<file path="src/rtl/vlu_pkg.sv">
package vlu_pkg;
  localparam int unsigned ADDR_W_DEF = 16;
  localparam int unsigned BANKS_DEF  = 8;
  localparam int unsigned BUSY_DEF   = 6;
  localparam int unsigned LAT_DEF    = 12;
  localparam int unsigned MVL_DEF    = 64;
  // upper half of a returned word is the address xored with this
  localparam logic [15:0] DATA_SALT  = 16'h5A3C;
endpackage

</file>
<file path="src/rtl/vlu_addr_issue.sv">
module vlu_addr_issue #(
  parameter int unsigned AW   = 16,
  parameter int unsigned NB   = 8,
  parameter int unsigned BUSY = 6,
  parameter int unsigned VLW  = 7,
  parameter int unsigned IW   = 6
) (
  input  logic          clk_i,
  input  logic          rst_ni,
  input  logic          go_i,
  input  logic [AW-1:0] base_i,
  input  logic [AW-1:0] stride_i,
  input  logic [VLW-1:0] vl_i,
  output logic          req_vld_o,
  output logic [AW-1:0] req_addr_o,
  output logic [IW-1:0] req_idx_o
);
  localparam int unsigned BW = $clog2(NB);
  localparam int unsigned CW = $clog2(BUSY + 1);

  logic           act_q;
  logic [IW-1:0]  idx_q;
  logic [VLW-1:0] vl_q;
  logic [AW-1:0]  addr_q, stride_q;
  logic [BW-1:0]  bank;
  logic [NB-1:0]  bank_free;

  assign bank = addr_q[BW-1:0];

  // per-bank busy window counters
  for (genvar b = 0; b < NB; b++) begin : g_bank
    logic [CW-1:0] cnt_q;
    always_ff @(posedge clk_i or negedge rst_ni) begin
      if (!rst_ni)                            cnt_q <= '0;
      else if (req_vld_o && bank == BW'(b))   cnt_q <= CW'(BUSY - 1);
      else if (cnt_q != '0)                   cnt_q <= cnt_q - 1'b1;
    end
    assign bank_free[b] = (cnt_q == '0);
  end

  assign req_vld_o  = act_q && bank_free[bank];
  assign req_addr_o = addr_q;
  assign req_idx_o  = idx_q;

  always_ff @(posedge clk_i or negedge rst_ni) begin
    if (!rst_ni) begin
      act_q    <= 1'b0;
      idx_q    <= '0;
      vl_q     <= '0;
      addr_q   <= '0;
      stride_q <= '0;
    end else if (go_i) begin
      act_q    <= (vl_i != '0);
      idx_q    <= '0;
      vl_q     <= vl_i;
      addr_q   <= base_i;
      stride_q <= stride_i;
    end else if (req_vld_o) begin
      addr_q <= addr_q + stride_q;
      idx_q  <= idx_q + 1'b1;
      if (idx_q == IW'(vl_q - 1'b1)) act_q <= 1'b0;
    end
  end
endmodule

</file>
<file path="src/rtl/vlu_bank_array.sv">
module vlu_bank_array
  import vlu_pkg::*;
#(
  parameter int unsigned AW  = 16,
  parameter int unsigned NB  = 8,
  parameter int unsigned LAT = 12,
  parameter int unsigned IW  = 6,
  parameter int unsigned DW  = 2 * AW
) (
  input  logic          clk_i,
  input  logic          rst_ni,
  input  logic          req_vld_i,
  input  logic [AW-1:0] req_addr_i,
  input  logic [IW-1:0] req_idx_i,
  output logic          rsp_vld_o,
  output logic [IW-1:0] rsp_idx_o,
  output logic [DW-1:0] rsp_data_o
);
  localparam int unsigned BW = $clog2(NB);

  logic [BW-1:0]    bank_sel;
  logic [AW-BW-1:0] row_sel;
  logic [AW-1:0]    word_addr;
  logic [DW-1:0]    rd_word;

  assign bank_sel  = req_addr_i[BW-1:0];
  assign row_sel   = req_addr_i[AW-1:BW];
  assign word_addr = {row_sel, bank_sel};
  assign rd_word   = {word_addr ^ AW'(DATA_SALT), word_addr};

  logic          vld_q [LAT];
  logic [IW-1:0] idx_q [LAT];
  logic [DW-1:0] dat_q [LAT];

  always_ff @(posedge clk_i or negedge rst_ni) begin
    if (!rst_ni) begin
      for (int k = 0; k < LAT; k++) begin
        vld_q[k] <= 1'b0;
        idx_q[k] <= '0;
        dat_q[k] <= '0;
      end
    end else begin
      vld_q[0] <= req_vld_i;
      idx_q[0] <= req_idx_i;
      dat_q[0] <= rd_word;
      for (int k = 1; k < LAT; k++) begin
        vld_q[k] <= vld_q[k-1];
        idx_q[k] <= idx_q[k-1];
        dat_q[k] <= dat_q[k-1];
      end
    end
  end

  assign rsp_vld_o  = vld_q[LAT-1];
  assign rsp_idx_o  = idx_q[LAT-1];
  assign rsp_data_o = dat_q[LAT-1];
endmodule

</file>
<file path="src/rtl/vlu_elem_reg.sv">
module vlu_elem_reg #(
  parameter int unsigned DW  = 32,
  parameter int unsigned MVL = 64,
  parameter int unsigned IW  = 6
) (
  input  logic          clk_i,
  input  logic          rst_ni,
  input  logic          wr_en_i,
  input  logic [IW-1:0] wr_idx_i,
  input  logic [DW-1:0] wr_data_i,
  input  logic [IW-1:0] rd_idx_i,
  output logic [DW-1:0] rd_data_o
);
  logic [DW-1:0] elem_q [MVL];

  always_ff @(posedge clk_i or negedge rst_ni) begin
    if (!rst_ni) begin
      for (int e = 0; e < MVL; e++) elem_q[e] <= '0;
    end else if (wr_en_i) begin
      elem_q[wr_idx_i] <= wr_data_i;
    end
  end

  assign rd_data_o = elem_q[rd_idx_i];
endmodule

</file>
<file path="src/rtl/vlu_strided_load.sv">
module vlu_strided_load
  import vlu_pkg::*;
#(
  parameter int unsigned AW   = ADDR_W_DEF,
  parameter int unsigned NB   = BANKS_DEF,
  parameter int unsigned BUSY = BUSY_DEF,
  parameter int unsigned LAT  = LAT_DEF,
  parameter int unsigned MVL  = MVL_DEF,
  localparam int unsigned VLW = $clog2(MVL + 1),
  localparam int unsigned IW  = $clog2(MVL),
  localparam int unsigned DW  = 2 * AW
) (
  input  logic           clk_i,
  input  logic           rst_ni,
  input  logic           start_i,
  input  logic [AW-1:0]  base_i,
  input  logic [AW-1:0]  stride_i,
  input  logic [VLW-1:0] vl_i,
  input  logic [IW-1:0]  rd_idx_i,
  output logic           busy_o,
  output logic           done_o,
  output logic [DW-1:0]  rd_data_o
);
  localparam int unsigned BW = $clog2(NB);

  logic           busy_q, done_q, go, last_wr;
  logic [VLW-1:0] vl_eff, vl_q;
  logic           req_vld, rsp_vld;
  logic [AW-1:0]  req_addr;
  logic [IW-1:0]  req_idx, rsp_idx;
  logic [DW-1:0]  rsp_data;

  assign vl_eff  = (vl_i > VLW'(MVL)) ? VLW'(MVL) : vl_i;
  assign go      = start_i && !busy_q;
  assign last_wr = rsp_vld && (rsp_idx == IW'(vl_q - 1'b1));

  always_ff @(posedge clk_i or negedge rst_ni) begin
    if (!rst_ni) begin
      busy_q <= 1'b0;
      done_q <= 1'b0;
      vl_q   <= '0;
    end else begin
      done_q <= (go && vl_eff == '0) || last_wr;
      if (go) begin
        busy_q <= (vl_eff != '0);
        vl_q   <= vl_eff;
      end else if (last_wr) begin
        busy_q <= 1'b0;
      end
    end
  end

  vlu_addr_issue #(.AW(AW), .NB(NB), .BUSY(BUSY), .VLW(VLW), .IW(IW)) u_issue (
    .clk_i     (clk_i),
    .rst_ni    (rst_ni),
    .go_i      (go),
    .base_i    (base_i),
    .stride_i  (stride_i),
    .vl_i      (vl_eff),
    .req_vld_o (req_vld),
    .req_addr_o(req_addr),
    .req_idx_o (req_idx)
  );

  vlu_bank_array #(.AW(AW), .NB(NB), .LAT(LAT), .IW(IW), .DW(DW)) u_banks (
    .clk_i     (clk_i),
    .rst_ni    (rst_ni),
    .req_vld_i (req_vld),
    .req_addr_i(req_addr),
    .req_idx_i (req_idx),
    .rsp_vld_o (rsp_vld),
    .rsp_idx_o (rsp_idx),
    .rsp_data_o(rsp_data)
  );

  vlu_elem_reg #(.DW(DW), .MVL(MVL), .IW(IW)) u_dest (
    .clk_i    (clk_i),
    .rst_ni   (rst_ni),
    .wr_en_i  (rsp_vld),
    .wr_idx_i (rsp_idx),
    .wr_data_i(rsp_data),
    .rd_idx_i (rd_idx_i),
    .rd_data_o(rd_data_o)
  );

  assign busy_o = busy_q;
  assign done_o = done_q;
endmodule

</file>
<file path="config.mk">
export PLATFORM = sky130hd
export DESIGN_NAME = vlu_strided_load
export DESIGN_NICKNAME = d
export VERILOG_FILES = /design/src/rtl/vlu_pkg.sv /design/src/rtl/vlu_addr_issue.sv /design/src/rtl/vlu_bank_array.sv /design/src/rtl/vlu_elem_reg.sv /design/src/rtl/vlu_strided_load.sv
export SDC_FILE = /design/constraint.sdc
export NUM_CORES = 2
export LEC_CHECK = 0
export ABC_AREA = 1
export BUFFER_PORTS_ARGS = -buffer_cell sky130_fd_sc_hd__buf_2
export CORE_MARGIN = 8
export CORE_UTILIZATION = 38
export DETAILED_ROUTE_END_ITERATION = 12
export PLACE_DENSITY_LB_ADDON = 0.08
export SETUP_SLACK_MARGIN = 0.2
export SYNTH_ARGS = -nofsm -noshare
export SYNTH_HDL_FRONTEND = slang
export SYNTH_SLANG_ARGS = --single-unit
</file>
<file path="constraint.sdc">
create_clock -name clk_i -period 2.78 [get_ports clk_i]
set_clock_uncertainty 0.1 [all_clocks]
set_input_delay 0.139 -clock clk_i [delete_from_list [all_inputs] [get_ports clk_i]]
set_output_delay 0.139 -clock clk_i [all_outputs]
set_load 0.005 [all_outputs]
</file>
==> results.yml <==
power:
  p_leak_nw: 45.40
  ir_drop_v: 0.0007103
  p_per_area_nw_per_um2: 934.0
yosys:
  syn_inst: 9860
  ys_seq_area_share_pct: 58.85
  yosys.area_share.simple_pct: 25.12
  synth_compound_area_share_pct: 9.631
  yosys.area_share.adder_pct: 0.5145
  synth_xor_area_share_pct: 0.1665
  synth.area.top_cells: "dfrtp_1 59%, nand2_1 15%, nand3_1 8.0%"
  synth-edff-count: 0
  async_reset_ff_share_pct: 100.0
  syn_avg_cell_area_um2: 8.534
  synth_nets: 9942
  synth_seq_cells: 1979
  synth_top_family_by_area: "simple AND/OR/NAND/NOR gates"
  synth_mux_area_share_pct: 0.5234
  ys_types: 33
  yosysWarnings: 0
  synthFlopType: "dfrtp_1"
  synth_top_area_share_pct: 58.85
  syn_area_um2: 84150
  yosys.area.top_type: "dfrtp_1"
worst_hold_path:
  hold_path.class: "in2reg"
worst_setup_path:
  startpoint: "u_dest.elem_q[534]"
  crit_type: "reg2out"
  path_cells: "nand2_1, nand3_1, nand3_1, nand2_1, nand2_1, nand3_1, nand3_1, nand2_1, buf_2"
  ff2ff_path_depth: 6
  crit_path_end_kind: "output pin"
  critical_path_arrival_ns: 2.37
  critical_path.max_fanout: 2
  cp_slowest_cell: "dfrtp_1"
  reg2reg_from: "busy_o"
  cp.required_ns: 2.54
  r2r-end: "u_issue.vl_q[5]"
  rrSetupSlack_ns: 0.33
  critPathLaunchType: "register"
  crit_path_end: "rd_data_o[22]"
  critPathMaxStageDelay_ns: 0.38
global_route:
  first_global_vias: 66070
  grt.overflow.total: 0
  grtUsageTotal_pct: 23.61
  grt_pass1_wl_um: 431300
  antenna_found_initial: 11
  grt_max_degree: 143
placement:
  placed_area_um2: 89000
  portBuffers: 81
  globalplace.congestion: 0.8493
  place_hpwl_um: 169700
clock_tree:
  cts_tree: "yes"
  h-tree-depth: 4
  clock_sinks: 1979
  cts-root-buf: "clkbuf_16"
  clk_latency_ns: 0.86
  cts_buffer_depth: 3
  cts_made_buffers: 215
  clk_pin_slew_ns: 0.06
final_layout:
  final_cell_mix: "3377 x nand2_1, 1979 x dfrtp_1, 1280 x o21ai_0"
  multi_input_area_um2: 31510
  final_common_cell: "nand2_1"
  fin_area_um2: 98920
  regArea_um2: 49520
  area_growth_pct: 17.56
  nNetsFinal: 9865
  drive_gt1_share_pct: 10.74
  fill_cells: 21560
sta:
  slew_violations: 0
  period_needed_ns: 2.605
  hold_viol: 0
  tns_ns: 0
  period_share_pct: 93.72
  rsz0062_at_grt: "yes"
  max_freq_mhz: 383.8
  slew_headroom_pct: 26.56
  tightestPinTransition_ns: 1.102
  setup_violations: 0
routing:
  ant_nets: 0
  initialDrtViolationCount: 6609
  drt_pass1_iterations: 6
  wl_um: 284300
  vias: 68090
  drc: 0
  via_per_inst: 5.266
  wl_per_cell_um: 21.99
die:
  core-area_um2: 219900
  floorplan.initialDensity_pct: 38.26
  die_w_um: 486.6
  fp.dieArea_um2: 236800
  core.rowCount: 172
  die_h_um: 486.6
  num_io_pins: 82
run_status:
  status: "completed"
run:
  max_cap_violations: 0
per-stage QoR:
step	worst slack (ns)	std cells	utilization, %	total power, mW	hold slack [ns]
global placement	0.1209	12410	40.47	61.46	-0.06052
global route	0.1064	12920	44.97	97.69	0.07723
CTS	0.1004	12910	44.69	92.98	0.0006781
finish	0.1746	12930	44.98	92.40	0.07574
detailed placement	0.1102	12410	40.47	62.03	-0.06030
floorplan	0.8253	9860	-	52.44	-0.2566
registers in the layout (all words and copies together) (netlist names):
signal	flops
u_banks.rsp_vld_o	1
u_banks.vld_q	11
u_banks.rsp_data_o	24
u_issue.act_q	1
u_issue.g_bank.cnt_q	24
u_banks.rsp_idx_o	6
u_banks.idx_q	66
u_issue.stride_q	16
u_issue.vl_q	6
busy_o	1
u_issue.req_idx_o	6
u_banks.dat_q	264
u_dest.elem_q	1536
done_o	1
u_issue.req_addr_o	16
worst min path at each step:
stage                     from                endpoint  cells past startpoint
global route        base_i[10]  u_issue.req_addr_o[10]                      5
detailed placement      rst_ni     u_dest.elem_q[1689]                      1
finish              base_i[15]  u_issue.req_addr_o[15]                      6
global placement        rst_ni     u_dest.elem_q[1689]                      1
CTS                 base_i[15]  u_issue.req_addr_o[15]                      6
floorplan               rst_ni                  busy_o                      0
cells by family (layout without fill, tap and decap cells):
group	after synthesis	count (layout)
AOI/OAI and AO/OA	1618	1618
xor gates and xnor gates	16	16
adders and majority gates	34	34
buffers and inverters	1053	1155
DFF	1979	1979
muxes	44	44
other	0	9
and+or+nand+nor	5116	5116
what timing repair did:
item	4_1_cts	5_1_grt
pin swaps	31	41
setup buffers	1	8
hold buffers	103	0
hold endpoints to repair	1930	0
gates resized for setup	175	123
endpoints found under the setup margin	111	90
per-layer routing:
metal | vias up | wire length (um) | global-route usage [%]
met5 | - | 19 | 0
met4 | 2 | 10160 | 7.470
met3 | 466 | 15760 | 3.631
met2 | 1881 | 128400 | 37.48
met1 | 33860 | 130000 | 33.40
li1 | 31880 | - | -
cells in the mapped netlist (18+ instances only):
cell type  instances
buf_2            213
clkbuf_1         511
mux2i_1           44
a21oi_1          267
dfrtp_1         1979
o21ai_0         1300
o21ai_1           48
buf_4             18
ha_1              33
nor2_1           260
buf_1             64
inv_1            228
nand2_1         3467
nand3_1         1344
area by class of cell:
class,count,area share (%)
multi-input cells,6828,31.85
well taps,2958,3.741
inverters,236,0.9271
clock buffers,311,6.362
clock inverters,85,1.255
flip-flops and latches,1979,50.06
repair buffers,523,5.780
diodes,9,0.02277
critical path, delay by kind of cell (launching register included):
family | cells | cell delay, ns
buffers and inverters | 1 | 0.14
DFF | 1 | 0.38
and+or+nand+nor | 8 | 1.00
report_power, final:
group	internal, mW	switching (mW)	total (mW)	leakage [nW]
registers	36.6	3.88	40.5	26.4
clock network	17.8	12.3	30.1	3.72
logic	6.97	14.8	21.8	15.3
total	61.4	31.0	92.4	45.4
No activity file was read; power rests on OpenSTA's default activity.
